`src/rtl/gate_pkg.sv`:
```
package gate_pkg;
    localparam int NUM_MASTERS    = 8;
    localparam int NUM_PERIPH     = 16;
    localparam int FIELD_W        = 4;
    localparam int CFG_DW         = 32;
    localparam int FIELDS_PER_REG = CFG_DW / FIELD_W;
    localparam int MST_REGS       = (NUM_MASTERS + FIELDS_PER_REG - 1) / FIELDS_PER_REG;
    localparam int PER_REGS       = (NUM_PERIPH + FIELDS_PER_REG - 1) / FIELDS_PER_REG;
    localparam int NUM_REGS       = MST_REGS + PER_REGS;
    localparam int CFG_AW         = (NUM_REGS > 1) ? $clog2(NUM_REGS) : 1;
    localparam int MST_W          = (NUM_MASTERS > 1) ? $clog2(NUM_MASTERS) : 1;
    localparam int PER_W          = (NUM_PERIPH > 1) ? $clog2(NUM_PERIPH) : 1;

    // master rights: bit0 read trust, bit1 write trust, bit2 privilege level
    typedef struct packed {
        logic mpl;
        logic tw;
        logic tr;
    } mst_rights_t;

    // slot protection: bit0 trust check, bit1 write lock, bit2 supervisor only, bit3 posted write
    typedef struct packed {
        logic bw;
        logic sp;
        logic wp;
        logic tp;
    } per_ctl_t;
endpackage

```
`src/rtl/gate_cfg_regs.sv`:
```
module gate_cfg_regs
    import gate_pkg::*;
(
    input  logic              clk,
    input  logic              rst_n,
    input  logic              wr_en,
    input  logic [CFG_AW-1:0] wr_idx,
    input  logic [CFG_DW-1:0] wr_data,
    input  logic [CFG_AW-1:0] rd_idx,
    output logic [CFG_DW-1:0] rd_data,
    input  logic [MST_W-1:0]  mst_sel,
    input  logic [PER_W-1:0]  per_sel,
    output mst_rights_t       mst_out,
    output per_ctl_t          per_out
);
    typedef struct packed {
        mst_rights_t [NUM_MASTERS-1:0] mst;
        per_ctl_t    [NUM_PERIPH-1:0]  per;
    } cfg_t;

    cfg_t state_d, state_q;

    always_comb begin
        state_d = state_q;
        if (wr_en) begin
            for (int m = 0; m < NUM_MASTERS; m++) begin
                if (wr_idx == CFG_AW'(m / FIELDS_PER_REG))
                    state_d.mst[m] = mst_rights_t'(wr_data[(m % FIELDS_PER_REG)*FIELD_W +: 3]);
            end
            for (int p = 0; p < NUM_PERIPH; p++) begin
                if (wr_idx == CFG_AW'(MST_REGS + p / FIELDS_PER_REG))
                    state_d.per[p] = per_ctl_t'(wr_data[(p % FIELDS_PER_REG)*FIELD_W +: 4]);
            end
        end
    end

    always_comb begin
        rd_data = '0;
        for (int m = 0; m < NUM_MASTERS; m++) begin
            if (rd_idx == CFG_AW'(m / FIELDS_PER_REG))
                rd_data[(m % FIELDS_PER_REG)*FIELD_W +: FIELD_W] = FIELD_W'(state_q.mst[m]);
        end
        for (int p = 0; p < NUM_PERIPH; p++) begin
            if (rd_idx == CFG_AW'(MST_REGS + p / FIELDS_PER_REG))
                rd_data[(p % FIELDS_PER_REG)*FIELD_W +: FIELD_W] = FIELD_W'(state_q.per[p]);
        end
    end

    assign mst_out = state_q.mst[mst_sel];
    assign per_out = state_q.per[per_sel];

    always_ff @(posedge clk or negedge rst_n) begin
        if (!rst_n) state_q <= '0;
        else        state_q <= state_d;
    end
endmodule

```
`src/rtl/gate_decide.sv`:
```
module gate_decide
    import gate_pkg::*;
(
    input  mst_rights_t rights,
    input  per_ctl_t    ctl,
    input  logic        is_write,
    input  logic        priv,
    output logic        grant,
    output logic        super_eff
);
    logic trusted;
    logic tp_fail;
    logic wp_fail;
    logic sp_fail;

    always_comb begin
        trusted   = is_write ? rights.tw : rights.tr;
        super_eff = priv & rights.mpl;
        tp_fail   = ctl.tp & ~trusted;
        wp_fail   = ctl.wp & is_write;
        sp_fail   = ctl.sp & ~super_eff;
        grant     = ~(tp_fail | wp_fail | sp_fail);
    end
endmodule

```
`src/rtl/periph_access_gate.sv`:
```
module periph_access_gate
    import gate_pkg::*;
#(
    parameter int ADDR_W = 16,
    parameter int DATA_W = 32
) (
    input  logic              clk,
    input  logic              rst_n,
    input  logic              cfg_we,
    input  logic [CFG_AW-1:0] cfg_waddr,
    input  logic [CFG_DW-1:0] cfg_wdata,
    input  logic [CFG_AW-1:0] cfg_raddr,
    output logic [CFG_DW-1:0] cfg_rdata,
    input  logic              req_valid,
    input  logic [MST_W-1:0]  req_master,
    input  logic [PER_W-1:0]  req_periph,
    input  logic              req_write,
    input  logic              req_priv,
    input  logic [ADDR_W-1:0] req_addr,
    input  logic [DATA_W-1:0] req_wdata,
    output logic              rsp_valid,
    output logic              rsp_err,
    output logic              per_strobe,
    output logic [PER_W-1:0]  per_sel,
    output logic              per_write,
    output logic              per_super,
    output logic [ADDR_W-1:0] per_addr,
    output logic [DATA_W-1:0] per_wdata
);
    typedef struct packed {
        logic              rsp_valid;
        logic              rsp_err;
        logic              strobe;
        logic [PER_W-1:0]  sel;
        logic              write;
        logic              super_;
        logic [ADDR_W-1:0] addr;
        logic [DATA_W-1:0] wdata;
    } out_t;

    out_t        out_d, out_q;
    mst_rights_t cur_mst;
    per_ctl_t    cur_per;
    logic        grant;
    logic        super_eff;

    gate_cfg_regs u_regs (
        .clk     (clk),
        .rst_n   (rst_n),
        .wr_en   (cfg_we),
        .wr_idx  (cfg_waddr),
        .wr_data (cfg_wdata),
        .rd_idx  (cfg_raddr),
        .rd_data (cfg_rdata),
        .mst_sel (req_master),
        .per_sel (req_periph),
        .mst_out (cur_mst),
        .per_out (cur_per)
    );

    gate_decide u_decide (
        .rights    (cur_mst),
        .ctl       (cur_per),
        .is_write  (req_write),
        .priv      (req_priv),
        .grant     (grant),
        .super_eff (super_eff)
    );

    always_comb begin
        out_d           = out_q;
        out_d.rsp_valid = req_valid;
        out_d.rsp_err   = req_valid & ~grant;
        out_d.strobe    = req_valid & grant;
        if (req_valid && grant) begin
            out_d.sel    = req_periph;
            out_d.write  = req_write;
            out_d.super_ = super_eff;
            out_d.addr   = req_addr;
            out_d.wdata  = req_wdata;
        end
    end

    always_ff @(posedge clk or negedge rst_n) begin
        if (!rst_n) out_q <= '0;
        else        out_q <= out_d;
    end

    assign rsp_valid  = out_q.rsp_valid;
    assign rsp_err    = out_q.rsp_err;
    assign per_strobe = out_q.strobe;
    assign per_sel    = out_q.sel;
    assign per_write  = out_q.write;
    assign per_super  = out_q.super_;
    assign per_addr   = out_q.addr;
    assign per_wdata  = out_q.wdata;
endmodule

```
`config.mk`:
```
export PLATFORM = sky130hd
export DESIGN_NAME = periph_access_gate
export DESIGN_NICKNAME = d
export VERILOG_FILES = /design/src/rtl/gate_pkg.sv /design/src/rtl/gate_cfg_regs.sv /design/src/rtl/gate_decide.sv /design/src/rtl/periph_access_gate.sv
export SDC_FILE = /design/constraint.sdc
export NUM_CORES = 1
export LEC_CHECK = 0
export CORE_MARGIN = 5
export CORE_UTILIZATION = 55
export DETAILED_ROUTE_END_ITERATION = 8
export DONT_BUFFER_PORTS = 1
export GPL_TIMING_DRIVEN = 0
export PLACE_DENSITY = 0.7
export SETUP_SLACK_MARGIN = 0.3
export SLEW_MARGIN = 15
export SYNTH_ARGS = -nofsm -noshare
export SYNTH_HDL_FRONTEND = slang
export SYNTH_HIERARCHICAL = 1
export SYNTH_SLANG_ARGS = --single-unit
```
`constraint.sdc`:
```
create_clock -name clk -period 5.55 [get_ports clk]
set_input_delay 1.11 -clock clk [delete_from_list [all_inputs] [get_ports clk]]
set_output_delay 1.11 -clock clk [all_outputs]
set_load 0.01 [all_outputs]
```
### Word level (Yosys, flattened, before mapping)

Cells that the tools add are included.

| cells by class | value |
|---|---|
| add/subtract/negate cells | 0 |
| $mul | 0 |
| div/mod/pow operators | 0 |
| order comparisons | 2 |
| equal/unequal tests | 4 |
| shift operators | 0 |
| muxes and demuxes | 29 |
| bitwise logic cells | 11 |
| reductions and logical operators | 6 |

Operators with widths:

| cell | number |
|---|---|
| 4-bit two-way mux | 16 |
| 3-bit two-way mux | 10 |
| 4-bit binary-select mux with 4-bit select | 1 |
| 3-bit binary-select mux with 3-bit select | 1 |
| 1-bit bitwise AND | 6 |
| 2-bit AND reduction | 3 |
| 4-bit by 5-bit < comparator with 1-bit output (second input constant) | 1 |
| 2-bit by 1-bit == test with 1-bit output (second input constant) | 2 |
| 2-bit == test (second input constant) | 2 |
| 2-bit zero test | 2 |
| 3-bit by 4-bit < comparator with 1-bit output (second input constant) | 1 |
| 1-bit inverter | 3 |
| 1-bit bitwise OR | 2 |
| 1-bit logical AND | 1 |
| 1-bit two-way mux | 1 |

| word-level totals | value |
|---|---|
| flip-flop bits (word level) | 145 |
| latch bits | 0 |
| memory bits (writable) | 0 |
| memory bits (read-only) | 0 |
| input port bits | 97 |
| output and inout port bits | 89 |
| logic and storage cells | 148 |
| memories kept | 0 |

### Longest topological paths before layout

| logic depth | value |
|---|---|
| depth after elaboration | 9 |
| mapped depth | 9 |

### Hierarchy

Netlist, hierarchy kept.

By module, submodules not included:

| module | times used | cells each | area each (um^2) | sequential area each (um^2) |
|---|---|---|---|---|
| gate_cfg_regs | 1 | 329 | 4583.1 | 2202.1 |
| periph_access_gate | 1 | 119 | 2296.0 | 1426.4 |
| gate_decide | 1 | 4 | 27.5 | 0.0 |

### Worst setup path after synthesis

OpenSTA, ideal clock, no wires.

| timing path | value |
|---|---|
| path kind | input port to flip-flop |
| start | input req_periph[0] |
| end | register out_q, in the netlist per_addr[0] |
| data arrival time | 3208 ps |
| slack | 2217 ps |
| stages | 9 |
| cell sequence | buf_6 -> buf_12 -> mux4_1 -> nand3_1 -> nand3_1 -> a222oi_1 -> nand2_4 -> buf_6 -> mux2_4 |

RTL lines:

| element | line | source |
|---|---|---|
| from (decl) | periph_access_gate.sv:16 | `input logic [PER_W-1:0] req_periph,` |
| to (signal assigned) | periph_access_gate.sv:86 | `else out_q <= out_d;` |
| to (decl) | periph_access_gate.sv:41 | `out_t out_d, out_q;` |

### Worst setup path in the final report

| timing path | value |
|---|---|
| start | input cfg_raddr[0] |
| end | output cfg_rdata[13] |

| between the ends | value |
|---|---|
| cells in the longest elaborated chain, start to end | 4 |
| elaborated cells between the ends (all ways) | 6 |
| classes of those cells | 2 x eq/ne; 3 x mux; 1 x reduce/logical |

RTL lines:

| element | line | source |
|---|---|---|
| from (decl) | periph_access_gate.sv:12 | `input logic [CFG_AW-1:0] cfg_raddr,` |
| 2-bit zero test | gate_cfg_regs.sv:40 | `if (rd_idx == CFG_AW'(m / FIELDS_PER_REG))` |
| 3-bit two-way mux | gate_cfg_regs.sv:40 |  |
| 4-bit two-way mux | gate_cfg_regs.sv:44 | `if (rd_idx == CFG_AW'(MST_REGS + p / FIELDS_PER_REG))` |
| 4-bit two-way mux * | gate_cfg_regs.sv:44 |  |
| to (decl) | periph_access_gate.sv:13 | `output logic [CFG_DW-1:0] cfg_rdata,` |

Every way passes the cells marked *; elsewhere a longest branch is shown, timed or not.

==> metrics.md <==
| Metric | Value |
|---|---|
| Initial Util | `56.21%` |
| Clk_lat worst skew | `0.41 ns` |
| Sw Pwr | `952.5 uW` |
| Status | `finished, final reports clean` |
| Data arrival time of the critical path | `2.46 ns` |
| Maximum number of pins on one net before global-route repair | `146` |
| ANT nets after route | `0` |
| Worst hold margin | `0.3922 ns` |
| Fin. max-slew vios | `0` |
| Total number of vias | `3903` |
| Layout cells sized above 1 | `42.71%` |
| Grt total ovfl | `0` |
| Final Hold Vio Count | `0` |
| Iter 0 DRT Violations | `291` |
| Unrepaired setup endpoints after global routing | `no` |
| GPL Wtd Cong | `0.8324` |
| Tcrit/Tclk final | `64.34%` |
| Global-route wire length before repair | `25150 um` |
| # resized after CTS | `0` |
| Initial antenna violation count | `0` |
| Final clock skew | `0.007025 ns` |
| Slew headroom | `57.34%` |
| Clock network fraction of total power | `30.1%` |
| Mean post-synth cell area | `15.27 um2` |
| CP Max Fanout | `10` |
| Num CTS Buffers | `17` |
| Die height | `121.0 um` |
| Netlist Area Pre-Place | `0.006780 mm2` |
| Combinational power share | `20.0%` |
| Post-DP HPWL | `11740 um` |
| Root buf cell | `clkbuf_16` |
| Commonest cells after routing, fill and taps aside | `dfrtp_1 (145), mux2_2 (96), mux2_4 (49)` |
| Vias/cell | `6.089` |
| Post-Route WL | `16520 um` |
| Final nets | `560` |
| H-tree level count | `4` |
| Final min period | `3.571 ns` |
| Post-Layout Cell Count | `641` |
| # fillers | `915` |
| Final core occ | `62.25%` |
| Startpoint Class | `primary input` |
| Lkg Pwr | `3.391 nW` |
| R2R depth | `7` |
| Most common cell after layout, fill and taps aside | `dfrtp_1` |
| TritonCTS Sinks | `145` |
| Core ar. | `0.01206 mm2` |
| Power Dens Cells | `447.4 mW/mm2` |
| MaxCap Viol Count | `0` |
| Pre-CTS setup slack | `1.831 ns` |
| Sequential share of power | `49.9%` |
| Cell Int Power | `2.407 mW` |
| DRC violation count after routing | `0` |
| Setup bufs post-CTS | `0` |
| Synth-to-layout area growth | `10.74%` |
| Hold crit path type | `in -> async` |
| Peak VDD IR | `230.4 uV` |
| Synthesis Warnings | `6` |
| RR Startpoint | `u_regs/state_q[21]` |
| Die boundary width | `121.0 um` |
| Number of top-level pins | `186` |
| Crit path capture type | `primary output` |
| Die Footprint | `0.01465 mm2` |
| Total GRT Usage | `23.17%` |
| Initial DRT Pass Iterations | `4` |
| TNS Setup | `0 ns` |
| Worst-margin pin slew | `0.6399 ns` |
| Fmax | `0.2800 GHz` |
| # diodes | `0` |
| Worst setup margin | `1.979 ns` |
| Final setup violation count | `0` |
| Reg2reg end | `per_wdata[28]` |
| Vias in the first global route | `4278` |
| I/O Buffers | `0` |
| WP data required | `4.44 ns` |
| Worst-path clk slew | `0.05 ns` |
| Synth Net Count | `541` |
| CTS tree | `yes` |
| Wirelength per Cell | `25.77 um` |
| Row count | `40` |
| Placed instance count | `612` |
| Clk buf depth | `2` |
| Net Sw Frac | `28.35%` |
| R2R Setup Slk | `2.82 ns` |
| WS Path Type | `in -> out` |
| Hold_buf cts | `0` |
| Synth Instances | `444` |
layout make-up:
type | count | area, um2 | share of cell area [%]
buffer | 29 | 193.9 | 2.583
clock buffer | 22 | 454.2 | 6.049
clock inverter | 7 | 63.81 | 0.8499
inverter | 2 | 7.507 | 0.09998
multi-input combinational | 268 | 2950 | 39.29
sequential | 145 | 3628 | 48.33
tap | 168 | 210.2 | 2.800
metal layers:
metal / track usage (%) / vias to the layer above / part of all wire (%)
met5: 0 / - / 0
met4: 8.074 / 0 / 1.6
met3: 10.12 / 19 / 11
met2: 36.75 / 184 / 48
met1: 28.31 / 2034 / 39
li1: - / 1666 / -
registers in the layout, summed over array words and instances, names as in the netlist:
register	cells
u_regs/state_q	88
per_wdata	32
per_addr	16
per_sel	4
per_strobe	1
per_super	1
per_write	1
rsp_err	1
rsp_valid	1
worst max-delay path: stages:
cell	delay (ns)
buf_2	0.17
nor2b_1	0.12
clkbuf_1	0.23
clkbuf_1	0.47
nand2_1	0.10
o21ai_0	0.26
worst max path at each step:
| stage | slack, ns | endpoint | start |
|---|---|---|---|
| after CTS | 2.01 | cfg_rdata[13] | cfg_raddr[0] |
| final | 1.98 | cfg_rdata[13] | cfg_raddr[0] |
| after floorplan | 2.24 | per_addr[0] | req_periph[0] |
| after global placement | 1.84 | per_addr[13] | req_periph[1] |
| after detailed placement | 1.83 | per_wdata[18] | req_periph[1] |
| after global routing | 1.87 | cfg_rdata[13] | cfg_raddr[0] |
stage by stage:
| step | area [um2] | total power, mW |
|---|---|---|
| 2_1_floorplan | 6780 | 2.178 |
| 4_1_cts | 7508 | 3.395 |
| 6_report | 7508 | 3.360 |
| 3_3_place_gp | 6990 | 2.331 |
| 5_1_grt | 7508 | 3.520 |
| 3_5_place_dp | 6990 | 2.361 |
power groups by stage:
stage               sequential [mW]  clock (mW)  combinational [mW]
CTS                            1.68        1.04               0.680
global placement               1.68           0               0.654
floorplan                      1.59           0               0.584
detailed placement             1.69           0               0.670
finish                         1.67        1.01               0.673
global route                   1.71        1.09               0.724
Note: power is estimated with default switching activity, not from simulation.
